==> config.mk <==
export PLATFORM = sky130hd
export DESIGN_NAME = i2ct_data_buffer
export DESIGN_NICKNAME = d
export VERILOG_FILES = /design/src/rtl/i2ct_buf_pkg.sv /design/src/rtl/i2ct_xfer_track.sv /design/src/rtl/i2ct_tx_path.sv /design/src/rtl/i2ct_rx_path.sv /design/src/rtl/i2ct_data_buffer.sv
export SDC_FILE = /design/constraint.sdc
export NUM_CORES = 1
export LEC_CHECK = 0
export ABC_AREA = 0
export BUFFER_PORTS_ARGS = -buffer_cell sky130_fd_sc_hd__buf_2
export CAP_MARGIN = 20
export CORE_ASPECT_RATIO = 0.9
export CORE_MARGIN = 2
export CORE_UTILIZATION = 27
export CTS_BUF_LIST = sky130_fd_sc_hd__clkbuf_4 sky130_fd_sc_hd__clkbuf_8 sky130_fd_sc_hd__clkbuf_16
export CTS_CLUSTER_SIZE = 14
export DETAILED_ROUTE_END_ITERATION = 7
export HOLD_SLACK_MARGIN = 0.03
export SLEW_MARGIN = 15
export SYNTH_ARGS = -nofsm -noshare
export SYNTH_HDL_FRONTEND = slang
export SYNTH_SLANG_ARGS = --single-unit
==> constraint.sdc <==
create_clock -name clk -period 1.69 [get_ports clk]
set_input_delay 0.0845 -clock clk [delete_from_list [all_inputs] [get_ports clk]]
set_output_delay 0.0845 -clock clk [all_outputs]
set_load 0.02 [all_outputs]
==> src/rtl/i2ct_buf_pkg.sv <==
package i2ct_buf_pkg;

    localparam int unsigned BYTE_W = 8;

    typedef enum logic [1:0] {
        XFER_IDLE = 2'd0,
        XFER_SEND = 2'd1,
        XFER_RECV = 2'd2
    } xfer_e;

    // Bit 0 of the address byte: 1 = controller reads (target sends)
    function automatic xfer_e dir_of(input logic rw_bit);
        return rw_bit ? XFER_SEND : XFER_RECV;
    endfunction

endpackage

==> src/rtl/i2ct_xfer_track.sv <==
module i2ct_xfer_track
    import i2ct_buf_pkg::*;
(
    input  logic  clk,
    input  logic  rst,
    input  logic  addr_hit,
    input  logic  addr_rw,
    input  logic  stop_hit,
    output xfer_e xfer
);
    always_ff @(posedge clk) begin
        if (rst) begin
            xfer <= XFER_IDLE;
        end else if (addr_hit) begin
            xfer <= dir_of(addr_rw);
        end else if (stop_hit) begin
            xfer <= XFER_IDLE;
        end
    end
endmodule

==> src/rtl/i2ct_tx_path.sv <==
module i2ct_tx_path
    import i2ct_buf_pkg::*;
#(
    parameter int unsigned DATA_W = BYTE_W
) (
    input  logic              clk,
    input  logic              rst,
    input  xfer_e             xfer,
    input  logic              cfg_on_empty,
    input  logic              wr_stb,
    input  logic [DATA_W-1:0] wr_val,
    input  logic              take_stb,
    output logic              req_flag,
    output logic [DATA_W-1:0] sh_byte,
    output logic              sh_valid
);
    logic              hold_full;
    logic [DATA_W-1:0] hold_q;
    logic              sending;
    logic              wr_ok;
    logic              take;
    logic              move;

    assign sending  = (xfer == XFER_SEND);
    assign req_flag = !hold_full && (cfg_on_empty || sending);
    assign wr_ok    = wr_stb && req_flag;
    assign take     = take_stb && sh_valid && sending;
    assign move     = hold_full && sending && (!sh_valid || take);

    always_ff @(posedge clk) begin
        if (rst) begin
            hold_full <= 1'b0;
            hold_q    <= '0;
        end else if (wr_ok) begin
            hold_full <= 1'b1;
            hold_q    <= wr_val;
        end else if (move) begin
            hold_full <= 1'b0;
        end
    end

    always_ff @(posedge clk) begin
        if (rst) begin
            sh_valid <= 1'b0;
            sh_byte  <= '0;
        end else if (move) begin
            sh_valid <= 1'b1;
            sh_byte  <= hold_q;
        end else if (take) begin
            sh_valid <= 1'b0;
        end
    end
endmodule

==> src/rtl/i2ct_rx_path.sv <==
module i2ct_rx_path
    import i2ct_buf_pkg::*;
#(
    parameter int unsigned DATA_W = BYTE_W
) (
    input  logic              clk,
    input  logic              rst,
    input  xfer_e             xfer,
    input  logic              cfg_addr_rx,
    input  logic              addr_hit,
    input  logic [DATA_W-1:0] addr_byte,
    input  logic              byte_hit,
    input  logic [DATA_W-1:0] byte_val,
    input  logic              rd_data_stb,
    input  logic              rd_addr_stb,
    input  logic              clr_err,
    output logic              data_flag,
    output logic              tag_flag,
    output logic [DATA_W-1:0] hold_byte,
    output logic              err
);
    logic              hold_full, hold_tag;
    logic              sh_full, sh_tag;
    logic [DATA_W-1:0] sh_q;
    logic              push_addr, push_byte, push;
    logic [DATA_W-1:0] push_val;
    logic              pop, move, sh_room, overrun;

    assign push_addr = addr_hit && cfg_addr_rx;
    assign push_byte = byte_hit && !addr_hit && (xfer == XFER_RECV);
    assign push      = push_addr || push_byte;
    assign push_val  = push_addr ? addr_byte : byte_val;

    assign data_flag = hold_full && !hold_tag;
    assign tag_flag  = hold_full && hold_tag;

    assign pop     = (rd_data_stb && (data_flag || (cfg_addr_rx && tag_flag)))
                   || (rd_addr_stb && cfg_addr_rx && tag_flag);
    assign move    = sh_full && (!hold_full || pop);
    assign sh_room = !sh_full || move;
    assign overrun = push && !sh_room;

    always_ff @(posedge clk) begin
        if (rst) begin
            hold_full <= 1'b0;
            hold_tag  <= 1'b0;
            hold_byte <= '0;
        end else if (move) begin
            hold_full <= 1'b1;
            hold_tag  <= sh_tag;
            hold_byte <= sh_q;
        end else if (pop) begin
            hold_full <= 1'b0;
        end
    end

    always_ff @(posedge clk) begin
        if (rst) begin
            sh_full <= 1'b0;
            sh_tag  <= 1'b0;
            sh_q    <= '0;
        end else if (push && sh_room) begin
            sh_full <= 1'b1;
            sh_tag  <= push_addr;
            sh_q    <= push_val;
        end else if (move) begin
            sh_full <= 1'b0;
        end
    end

    always_ff @(posedge clk) begin
        if (rst) begin
            err <= 1'b0;
        end else if (overrun) begin
            err <= 1'b1;
        end else if (clr_err) begin
            err <= 1'b0;
        end
    end
endmodule

==> src/rtl/i2ct_data_buffer.sv <==
module i2ct_data_buffer
    import i2ct_buf_pkg::*;
#(
    parameter int unsigned DATA_W = BYTE_W
) (
    input  logic              clk,
    input  logic              rst,
    input  logic              cfg_addr_to_rx,
    input  logic              cfg_tx_on_empty,
    input  logic              ev_addr_match,
    input  logic [DATA_W-1:0] ev_addr_byte,
    input  logic              ev_rx_byte,
    input  logic [DATA_W-1:0] ev_rx_data,
    input  logic              ev_tx_need,
    input  logic              ev_stop,
    input  logic              wr_tx,
    input  logic [DATA_W-1:0] wr_data,
    input  logic              rd_rx,
    input  logic              rd_addr,
    input  logic              clr_ovf,
    output logic              flag_tx,
    output logic              flag_rx,
    output logic              flag_addr,
    output logic              err_ovf,
    output logic [DATA_W-1:0] rx_data,
    output logic [DATA_W-1:0] addr_status,
    output logic [DATA_W-1:0] tx_byte,
    output logic              tx_byte_valid
);
    xfer_e xfer;
    logic  addr_valid;
    logic  rx_tag_flag;

    i2ct_xfer_track u_track (
        .clk      (clk),
        .rst      (rst),
        .addr_hit (ev_addr_match),
        .addr_rw  (ev_addr_byte[0]),
        .stop_hit (ev_stop),
        .xfer     (xfer)
    );

    i2ct_tx_path #(.DATA_W(DATA_W)) u_tx (
        .clk          (clk),
        .rst          (rst),
        .xfer         (xfer),
        .cfg_on_empty (cfg_tx_on_empty),
        .wr_stb       (wr_tx),
        .wr_val       (wr_data),
        .take_stb     (ev_tx_need),
        .req_flag     (flag_tx),
        .sh_byte      (tx_byte),
        .sh_valid     (tx_byte_valid)
    );

    i2ct_rx_path #(.DATA_W(DATA_W)) u_rx (
        .clk         (clk),
        .rst         (rst),
        .xfer        (xfer),
        .cfg_addr_rx (cfg_addr_to_rx),
        .addr_hit    (ev_addr_match),
        .addr_byte   (ev_addr_byte),
        .byte_hit    (ev_rx_byte),
        .byte_val    (ev_rx_data),
        .rd_data_stb (rd_rx),
        .rd_addr_stb (rd_addr),
        .clr_err     (clr_ovf),
        .data_flag   (flag_rx),
        .tag_flag    (rx_tag_flag),
        .hold_byte   (rx_data),
        .err         (err_ovf)
    );

    // Address status register; its own valid bit serves the non-routed mode
    always_ff @(posedge clk) begin
        if (rst) begin
            addr_status <= '0;
            addr_valid  <= 1'b0;
        end else if (ev_addr_match) begin
            addr_status <= ev_addr_byte;
            addr_valid  <= !cfg_addr_to_rx;
        end else if (rd_addr && addr_valid) begin
            addr_valid  <= 1'b0;
        end
    end

    assign flag_addr = cfg_addr_to_rx ? rx_tag_flag : addr_valid;

endmodule

After elaboration in Yosys (flattened, before gate mapping)
Cells that the tools add are included.
{ "op_classes": {"n_addsub": 0, "mul": 0, "n_div": 0, "magnitude_cmp": 0, "n_eq_ne": 2, "shifts": 0, "muxes": 17, "bitwise": 0, "reduce_logical": 41} }
{ "ops": {"columns": ["cell", "count"], "rows": [
  ["$logic_and A1 B1 Y1", 19],
  ["$reduce_bool A2 Y1", 7],
  ["$mux W1", 13],
  ["$logic_not A1 Y1", 8],
  ["$mux W8", 1],
  ["$logic_or A1 B1 Y1", 7],
  ["$mux W2", 3],
  ["$eq A2 B1 Y1 const B", 1],
  ["$eq A2 B2 Y1 const B", 1]
]} }
{ "totals": {"ff_bits": 50, "latch_bits": 0, "mem_bits_rw": 0, "rom_bits": 0, "elab_cells": 74, "memories": 0} }

Logic depth before layout (Yosys ltp)
Gate-level depths: netlist (run 1).
{ "depth": {"word_depth": 11, "depth_mapped": 7, "ltp_nobuf": 4} }

Cells and area by module
A second synthesis (run 1) with hierarchy kept.
{ "unflattened": {"hier_cells": 217, "area_unflattened_um2": 2067.0} }
{ "by_module_without_submodules": {"columns": ["module", "instances", "cells_each", "area_each_um2"], "rows": [
  ["i2ct_rx_path", 1, 104, 930.9],
  ["i2ct_tx_path", 1, 74, 715.7],
  ["i2ct_data_buffer", 1, 31, 341.6],
  ["i2ct_xfer_track", 1, 8, 78.8]
]} }

Worst setup path after synthesis (run 1)
Ideal clock, no wire load.
{ "synth_path": {"path_type": "reg2reg", "startpoint": "register u_rx.hold_tag", "endpoint": "register u_rx.sh_q[0]", "arrival_ps": 1161, "t_required_ps": 1602, "setup_slack_ps": 440, "path_stages_with_launch": 6, "synth_period_minus_slack_ps": 1250, "path_cell_list": "dfxtp_1 -> a21o_1 -> a21o_1 -> buf_6 -> buf_12 -> a311oi_2"} }
{ "synth_via": {"elab_chain_cells": 9, "elab_cells_between_ends": 12} }
{ "synth_rtl": {"columns": ["element", "line_no", "source"], "rows": [
  ["start, declared", "i2ct_rx_path.sv:22", "logic hold_full, hold_tag;"],
  ["start signal, assigned", "i2ct_rx_path.sv:50", "hold_tag <= sh_tag;"],
  ["$logic_not A1 Y1 or $logic_and A1 B1 Y1 (tied branches)", "i2ct_rx_path.sv:34, i2ct_rx_path.sv:35", null],
  ["$logic_and A1 B1 Y1 (on tied branches)", "i2ct_rx_path.sv:34, i2ct_rx_path.sv:37", null],
  ["$logic_or A1 B1 Y1", "i2ct_rx_path.sv:37", "assign pop = (rd_data_stb && (data_flag || (cfg_addr_rx && tag_flag)))"],
  ["$logic_and A1 B1 Y1", "i2ct_rx_path.sv:37", null],
  ["$logic_or A1 B1 Y1 (*)", "i2ct_rx_path.sv:38", "|| (rd_addr_stb && cfg_addr_rx && tag_flag);"],
  ["$logic_or A1 B1 Y1 (*)", "i2ct_rx_path.sv:39", "assign move = sh_full && (!hold_full || pop);"],
  ["$logic_and A1 B1 Y1 (*)", "i2ct_rx_path.sv:39", null],
  ["$logic_or A1 B1 Y1 (*)", "i2ct_rx_path.sv:40", "assign sh_room = !sh_full || move;"],
  ["$logic_and A1 B1 Y1 (*)", "i2ct_rx_path.sv:62", "end else if (push && sh_room) begin"],
  ["end signal, assigned", "i2ct_rx_path.sv:65", "sh_q <= push_val;"],
  ["end, declared", "i2ct_rx_path.sv:24", "logic [DATA_W-1:0] sh_q;"]
]} }
Mark *: on every way between the ends. The rest lies on a longest branch, timed or not.
A chain may end at the register's enable or synchronous reset.

Worst setup path after layout (run 1)
{ "layout_path": {"startpoint": "register u_rx.hold_tag", "endpoint": "register u_rx.sh_q[5]"} }
The elaborated chain is that of the path after synthesis.

==> out/results.txt, run 1 <==
Wire length reported by the detailed router: 4.63 mm
Via count of the first global-routing pass: 1547
Cell Rows: 30
Sort of element at the end of the critical path: flip-flop
Count of final hold-check violations: 0
Max-cap check violation count: 0
Synthesized area per cell: 10.4 um^2
Fin cells: 370
Maximum achievable frequency: 700 MHz
Area of the placeable core: 7580 um^2
Shortest clock period the worst path allows after layout: 1.43 ns
Internal power: 0.00185 W
Buffer levels on the longest clock path: 2
Cell area after layout: 2670 um^2
DRT iter0 DRCs: 31
Slew at the pin closest to its max-slew limit: 0.384 ns
Clock slew at the register clock pins of the worst setup and hold paths: 0.09 ns
Source of the worst register-to-register timing path: u_rx.hold_tag
Number of stages on the worst hold path: 3
Yosys top cell by area: dfxtp_1
Leakage power total: 1.28 nW
Residual DRC count: 0
Post-CTS sizing: 0
Required time of the worst setup path: 1.90 ns
Setup repair after global routing missed its margin: false
Number of warning messages in the yosys log: 0
Cell Pwr Density: 904 nW/um^2
First-pass GRT wire length: 7.43 mm
Filler cell count: 816
VDD IR max: 0.454 mV
Post-synthesis sequential element count: 50
Worst slew slack as a fraction of its limit: 0.743
Arrival @ worst endpoint: 1.64 ns
Die extent in x: 97.5 um
Mapped Nets: 241
Period utilization: 0.846
Startpoint of the most critical hold path: ev_addr_byte[2]
Total number of clock tree sinks: 50
Worst setup path class: flip-flop to flip-flop
Layout overhead on the synthesized area: 25.9%
Number of instances in the synthesized netlist: 205
CP max FO: 17
Number of detailed-routing iterations run before antenna repair: 4
CTS tree: done
Post-synthesis instance area: 2120 um^2
Area taken by flip-flops and latches: 1000 um^2
Count of unique library cells instantiated by Yosys: 34
Status: finished, final reports clean
ANT nets after route: 0
Worst flop-to-flop path endpoint: u_rx.sh_q[5]
DIE HEIGHT: 88.1 um
Initial core utilization: 0.280
Share of the yosys chip area belonging to registers: 0.472
R2R cell count: 5
Maximum number of pins on one net before global-route repair: 51
Final-stage net count: 309
Switching power: 0.000569 W
Top cells by area in the synthesized netlist: dfxtp_1, mux2i_1, nor2_1
Vias: 1615
Diodes inserted: 0
IO Pins: 65
Congestion Overflow GR: 0
Dpl cells: 357
Final Power: 0.00242 W
Final slew viol count: 0
CTS buffer count: 5
Cell at the root of the clock tree: clkbuf_8
Detailed placement HPWL: 3.40 mm
Setup TNS: 0 ns
R2R Setup Slk: 0.26 ns
Wirelength per Cell: 12.5 um
Area share of the largest cell type after synthesis: 0.472
Hold/Removal Path Class: primary input to flip-flop
Combinational Power Share: 0.127
Placement-stage cell area: 2510 um^2
Clock power share: 0.352
Total die area: 8590 um^2
Maximum clock skew at final layout: 0.00825 ns
Overall Global Routing Usage: 0.109
Insertion delay of the later-clocked pin in the worst-skew pair: 0.30 ns
Endpoint of the worst hold path: addr_status[2]
Layout cells sized above 1: 0.343
Total setup violations reported at the end of the flow: 0
Multi-input logic area: 987 um^2
Sequential Power Share: 0.521
Antenna violations before repair: 0
Mean number of vias per cell: 4.36
H-tree depth: 2
Net Sw Frac: 0.235
Startpoint types: flip-flop
Buffers added on ports: 64
Routability cong.: 0.691
[how the worst max path moves through the flow]
stage / start / end / cells after the start
after floorplan: u_rx.hold_tag / u_rx.sh_q[0] / 5
after global placement: u_rx.hold_tag / u_rx.sh_q[0] / 5
after detailed placement: u_rx.hold_tag / u_rx.sh_q[4] / 5
after CTS: u_rx.hold_tag / u_rx.sh_q[5] / 5
after global routing: u_rx.hold_tag / u_rx.sh_q[0] / 5
final: u_rx.hold_tag / u_rx.sh_q[5] / 5
[cell usage in the layout (no fill, tap or decap), types with 4 or more instances in the layout]
cell type	synthesis	routed
nor2_1	39	39
inv_1	4	4
mux2i_1	40	40
a311oi_2	8	8
a21oi_1	17	17
clkbuf_8	1	5
nand2_1	6	6
dfxtp_1	50	50
buf_2	2	64
dlygate4sd3_1	0	5
buf_4	1	6
[timing repair]
action,4_1_cts,5_1_grt
hold buffers,5,0
endpoints found under the hold margin,5,0
setup buffers,0,0
[Yosys cell counts (all sizes together)]
library cell  instances
dfxtp                50
mux2i                40
nor2                 39
a21oi                18
buf                   9
a311oi                8
nand2                 8
clkbuf                6
inv                   4
nand2b                3
a21o                  2
and2                  2
nand3                 2
nor2b                 2
o21ai                 2
and2b                 1
nand3b                1
nand4bb               1
nor3b                 1
o211ai                1
o21a                  1
o221ai                1
o31a                  1
or2b                  1
or3b                  1
[critical path: stages, from the launching register on]
cell and delay [ns]:
dfxtp_1 0.47, a21o_1 0.18, a21o_1 0.11, buf_4 0.23, a21oi_1 0.11, a311oi_2 0.24
[power by group through the flow]
stage	Sequential, W	Combinational [W]	Clock (W)
6_report	0.00126	0.000307	0.000850
5_1_grt	0.00127	0.000339	0.000930
4_1_cts	0.00126	0.000313	0.000881
3_5_place_dp	0.00129	0.000304	0
3_3_place_gp	0.00129	0.000297	0
2_1_floorplan	0.00130	0.000189	0
[layer usage]
layer / vias to the layer above / part of all wire / global-route usage
met5: - / 0 / 0
li1: 841 / - / -
met4: 0 / 0.011 / 0.0341
met3: 8 / 0.063 / 0.0359
met1: 728 / 0.46 / 0.136
met2: 38 / 0.47 / 0.181
[sequential cells by signal, summed over array words and instances (netlist names)]
name            count
u_tx.hold_q         8
u_rx.err            1
u_rx.sh_q           8
u_rx.hold_full      1
u_tx.hold_full      1
u_rx.sh_tag         1
addr_status         8
addr_valid          1
u_rx.hold_tag       1
u_rx.sh_full        1
u_rx.hold_byte      8
u_tx.sh_byte        8
u_tx.sh_valid       1
u_track.xfer        2
[final cells by class]
cell class,instances,share of cell area
tap,96,0.0449
clock buffer,7,0.0314
timing repair buffer,76,0.163
inverter,4,0.00562
sequential,50,0.375
multi-input combinational,136,0.369
clock inverter,1,0.0112
[logic make-up after synthesis]
| family | after synthesis | synth area share |
|---|---|---|
| AO/OA/AOI/OAI | 34 | 0.128 |
| buffers and inverters | 19 | 0.0631 |
| flip-flops | 50 | 0.472 |
| multiplexers | 40 | 0.189 |
| AND/OR/NAND/NOR | 62 | 0.149 |
[through the flow]
step | hold slack (ns) | utilization | setup slack [ns]
CTS | 0.0311 | 0.352 | 0.254
global route | 0.0522 | 0.352 | 0.123
finish | 0.0365 | 0.352 | 0.261
floorplan | 0.228 | - | 0.440
global placement | 0.315 | 0.331 | 0.319
detailed placement | 0.323 | 0.331 | 0.269
(Power assumes the default switching activity.)
==> inputs of run 2 (changes only) <==
ABC_AREA = 1   (was 0)
clock period = 1.45 ns   (was 1.69 ns; I/O delays follow)
==> run 2 against run 1 <==
Compared with the run above: clock power grew 4.1%; non-clock buffer count grew 5; combinational power grew 35%; via count grew 19%; sequential share of layout area shrank 0.24 points; wire length grew 9.0%; largest cell class unchanged; global-route usage grew 1.3 points; clock skew is essentially flat; utilization grew 0.77 points.
==> out/results.txt, run 2 <==
Via count of the first global-routing pass: 1670 (+8.0%)
Overall Global Routing Usage: 0.122 (+0.0132)
Worst setup path class: flip-flop to output port
Number of detailed-routing iterations run before antenna repair: 4 (unchanged)
Startpoint of the most critical hold path: ev_addr_byte[7]
Shortest clock period the worst path allows after layout: 1.35 ns
Filler cell count: 801 (-1.8%)
Share of flip-flops with an asynchronous set or reset: 0 (unchanged)
Cell area after layout: 2690 um^2 (+0.66%)
Total number of clock tree sinks: 50 (unchanged)
Total die area: 8360 um^2 (-2.7%)
Arrival @ worst endpoint: 1.28 ns (-0.36 ns)
Maximum achievable frequency: 740 MHz
Number of stages on the worst hold path: 3 (unchanged)
Layout cells sized above 1: 0.334 (-0.00875)
Count of final hold-check violations: 0 (unchanged)
Leading cell type in the layout, fill and taps excluded: buf_2
Cell Rows: 30 (unchanged)
Status: finished, final reports clean
Initial core utilization: 0.276 (-0.00365)
Wire length reported by the detailed router: 5.04 mm (+9.0%)
Mapped Nets: 295 (+22%)
Required time of the worst setup path: 1.38 ns (-0.52 ns)
Worst Hold Margin: 0.0313 ns (-0.00523 ns)
Leakage power total: 1.17 nW (-8.6%)
Synthesized area per cell: 7.97 um^2 (-23%)
Leading cell types in the layout, fill and taps excluded: buf_2, dfxtp_1, nand2_1
VDD IR max: 0.513 mV (+13%)
Top cells by area in the synthesized netlist: dfxtp_1, a21oi_1, nand3_1
Placement-stage cell area: 2450 um^2 (-2.3%)
Slew at the pin closest to its max-slew limit: 0.423 ns (+0.0388 ns)
Post-synthesis sequential element count: 50 (unchanged)
Mean number of vias per cell: 4.43 (+1.6%)
Cell with the most instances after synthesis: dfxtp_1
Routability cong.: 0.829 (+20%)
Hold/Removal Path Class: primary input to flip-flop
DIE HEIGHT: 86.9 um (-1.3%)
Cell at the root of the clock tree: clkbuf_8
Maximum number of pins on one net before global-route repair: 27 (-47%)
Count of flip-flops with a built-in enable after synthesis: 0 (unchanged)
Residual DRC count: 0 (unchanged)
Source of the worst register-to-register timing path: u_track.xfer[0]
Area of the placeable core: 7470 um^2 (-1.5%)
Detailed placement HPWL: 3.58 mm (+5.4%)
Worst slack at placement: 0.194 ns (-0.0745 ns)
Post-CTS sizing: 0 (unchanged)
ANT nets after route: 0 (unchanged)
Post-synthesis instance area: 2060 um^2 (-2.8%)
Max-cap check violation count: 0 (unchanged)
Diodes inserted: 0 (unchanged)
Vias: 1924 (+19%)
Ordered cell list for the critical path: nand2_2 > a21oi_4 > buf_2
Period utilization: 0.932
Final-stage net count: 373 (+21%)
First-pass GRT wire length: 7.94 mm (+6.8%)
Worst flop-to-flop path endpoint: u_tx.hold_q[7]
Buffers added on ports: 64 (unchanged)
Number of warning messages in the yosys log: 0 (unchanged)
Area share of the largest cell type after synthesis: 0.485 (+0.0134)
Cell Pwr Density: 1040 nW/um^2 (+15%)
R2R Setup Slk: 0.20 ns (-0.06 ns)
Number of instances in the synthesized netlist: 259 (+26%)
Maximum clock skew at final layout: 0.00853 ns (+0.000288 ns)
Least setup slack across all paths after layout: 0.0989 ns (-0.162 ns)
Multi-input logic area: 916 um^2 (-7.2%)
CP max FO: 8 (-9)
CTS buffer count: 5 (unchanged)
CTS tree: done
Sort of element at the end of the critical path: output port
Leading cell types by count after synthesis: dfxtp_1, nand2_1, a21oi_1, nand3_1
Total setup violations reported at the end of the flow: 0 (unchanged)
DRT iter0 DRCs: 72 (+130%)
Final core utilization: 0.360 (+0.00766)
Critical path's slowest cell: dfxtp_1
R2R cell count: 6 (+1)
IO Pins: 65 (unchanged)
Maximum single-stage delay on the critical path: 0.40 ns (-0.07 ns)
Layout overhead on the synthesized area: 30.4%
Yosys top cell by area: dfxtp_1
Antenna violations before repair: 0 (unchanged)
H-tree depth: 2 (unchanged)
Clock slew at the register clock pins of the worst setup and hold paths: 0.09 ns (about the same)
Share of the yosys chip area belonging to registers: 0.485 (+0.0134)
Synth Flop Type: dfxtp_1
Die extent in x: 96.1 um (-1.3%)
Count of unique library cells instantiated by Yosys: 25 (-26%)
Final slew viol count: 0 (unchanged)
Insertion delay of the later-clocked pin in the worst-skew pair: 0.31 ns (about the same)
Buffer levels on the longest clock path: 2 (unchanged)
Area taken by flip-flops and latches: 1000 um^2 (unchanged)
Worst slew slack as a fraction of its limit: 0.717 (-0.0260)
Endpoint of the worst hold path: addr_status[7]
Wirelength per Cell: 11.6 um (-7.0%)
Congestion Overflow GR: 0 (unchanged)
Startpoint types: flip-flop
run 2: cell types whose count changed in the layout (fill, tap and decap cells not counted), moves of 3 or more:
| cell | delta |
|---|---|
| mux2i_1 | -40 |
| nand3_1 | +28 |
| nand2_1 | +27 |
| o21ai_0 | +22 |
| a21oi_1 | +15 |
| nor2_1 | -15 |
| inv_1 | +13 |
| a21oi_2 | +9 |
| a311oi_2 | -8 |
| or2_2 | +8 |
| nand2_2 | +7 |
| dlygate4sd3_1 | +6 |
| inv_2 | +3 |
run 2: layout make-up:
cell class / instances / area share
Clock buffer: 6 / 0.0307
Clock inverter: 2 / 0.00605
Inverter: 21 / 0.0293
Multi-Input combinational cell: 178 / 0.340
Sequential cell: 50 / 0.372
Tap cell: 96 / 0.0447
Timing Repair Buffer: 81 / 0.177
run 2: critical path: cells and delay by family, from the launching register on:
family,cells,cell delay (ns)
simple gates,1,0.12
flops,1,0.40
compound gates,1,0.25
buf+inv,1,0.21
run 2: cells by family after synthesis:
group / after synthesis / synth area share
buffers and inverters: 31 / 0.0709
and+or+nand+nor: 109 / 0.252
DFF: 50 / 0.485
AOI/OAI and AO/OA: 69 / 0.192
run 2: per-stage QoR:
step / total power, W / cells / setup TNS [ns]
floorplan: 0.00177 / 259 / 0
global placement: 0.00190 / 411 / 0
detailed placement: 0.00190 / 411 / 0
CTS: 0.00281 / 430 / 0
global route: 0.00293 / 434 / -0.00505
finish: 0.00279 / 434 / 0
run 2: repair_timing:
action / in CTS / in global routing
endpoints found under the hold margin: 11 / 0
hold buffers: 11 / 0
setup buffers: 0 / 4
setup endpoints to repair: 0 / 1
run 2: how the worst max path moves through the flow:
stage / cells past startpoint / from / to / slack, ns
final: 3 / u_track.xfer[0] / flag_tx / 0.1
after global routing: 4 / u_track.xfer[1] / flag_tx / -0.005
after CTS: 4 / u_track.xfer[1] / flag_tx / 0.02
after detailed placement: 6 / u_track.xfer[0] / u_rx.sh_tag / 0.19
after global placement: 6 / u_track.xfer[0] / u_rx.sh_tag / 0.19
after floorplan: 5 / u_track.xfer[0] / u_tx.hold_q[0] / 0.29
run 2: power by group:
group	switching, W	total, W	leakage, nW	internal [W]
Combinational	0.000238	0.000415	0.714	0.000177
Sequential	0.0000437	0.00149	0.410	0.00145
Clock	0.000491	0.000885	0.0478	0.000394
Total	0.000773	0.00279	1.17	0.00202
run 2: layer usage:
layer | GRT usage | share of wire
met5 | 0 | 0
met4 | 0.0636 | 0.031
met2 | 0.179 | 0.45
met3 | 0.0303 | 0.046
met1 | 0.166 | 0.48
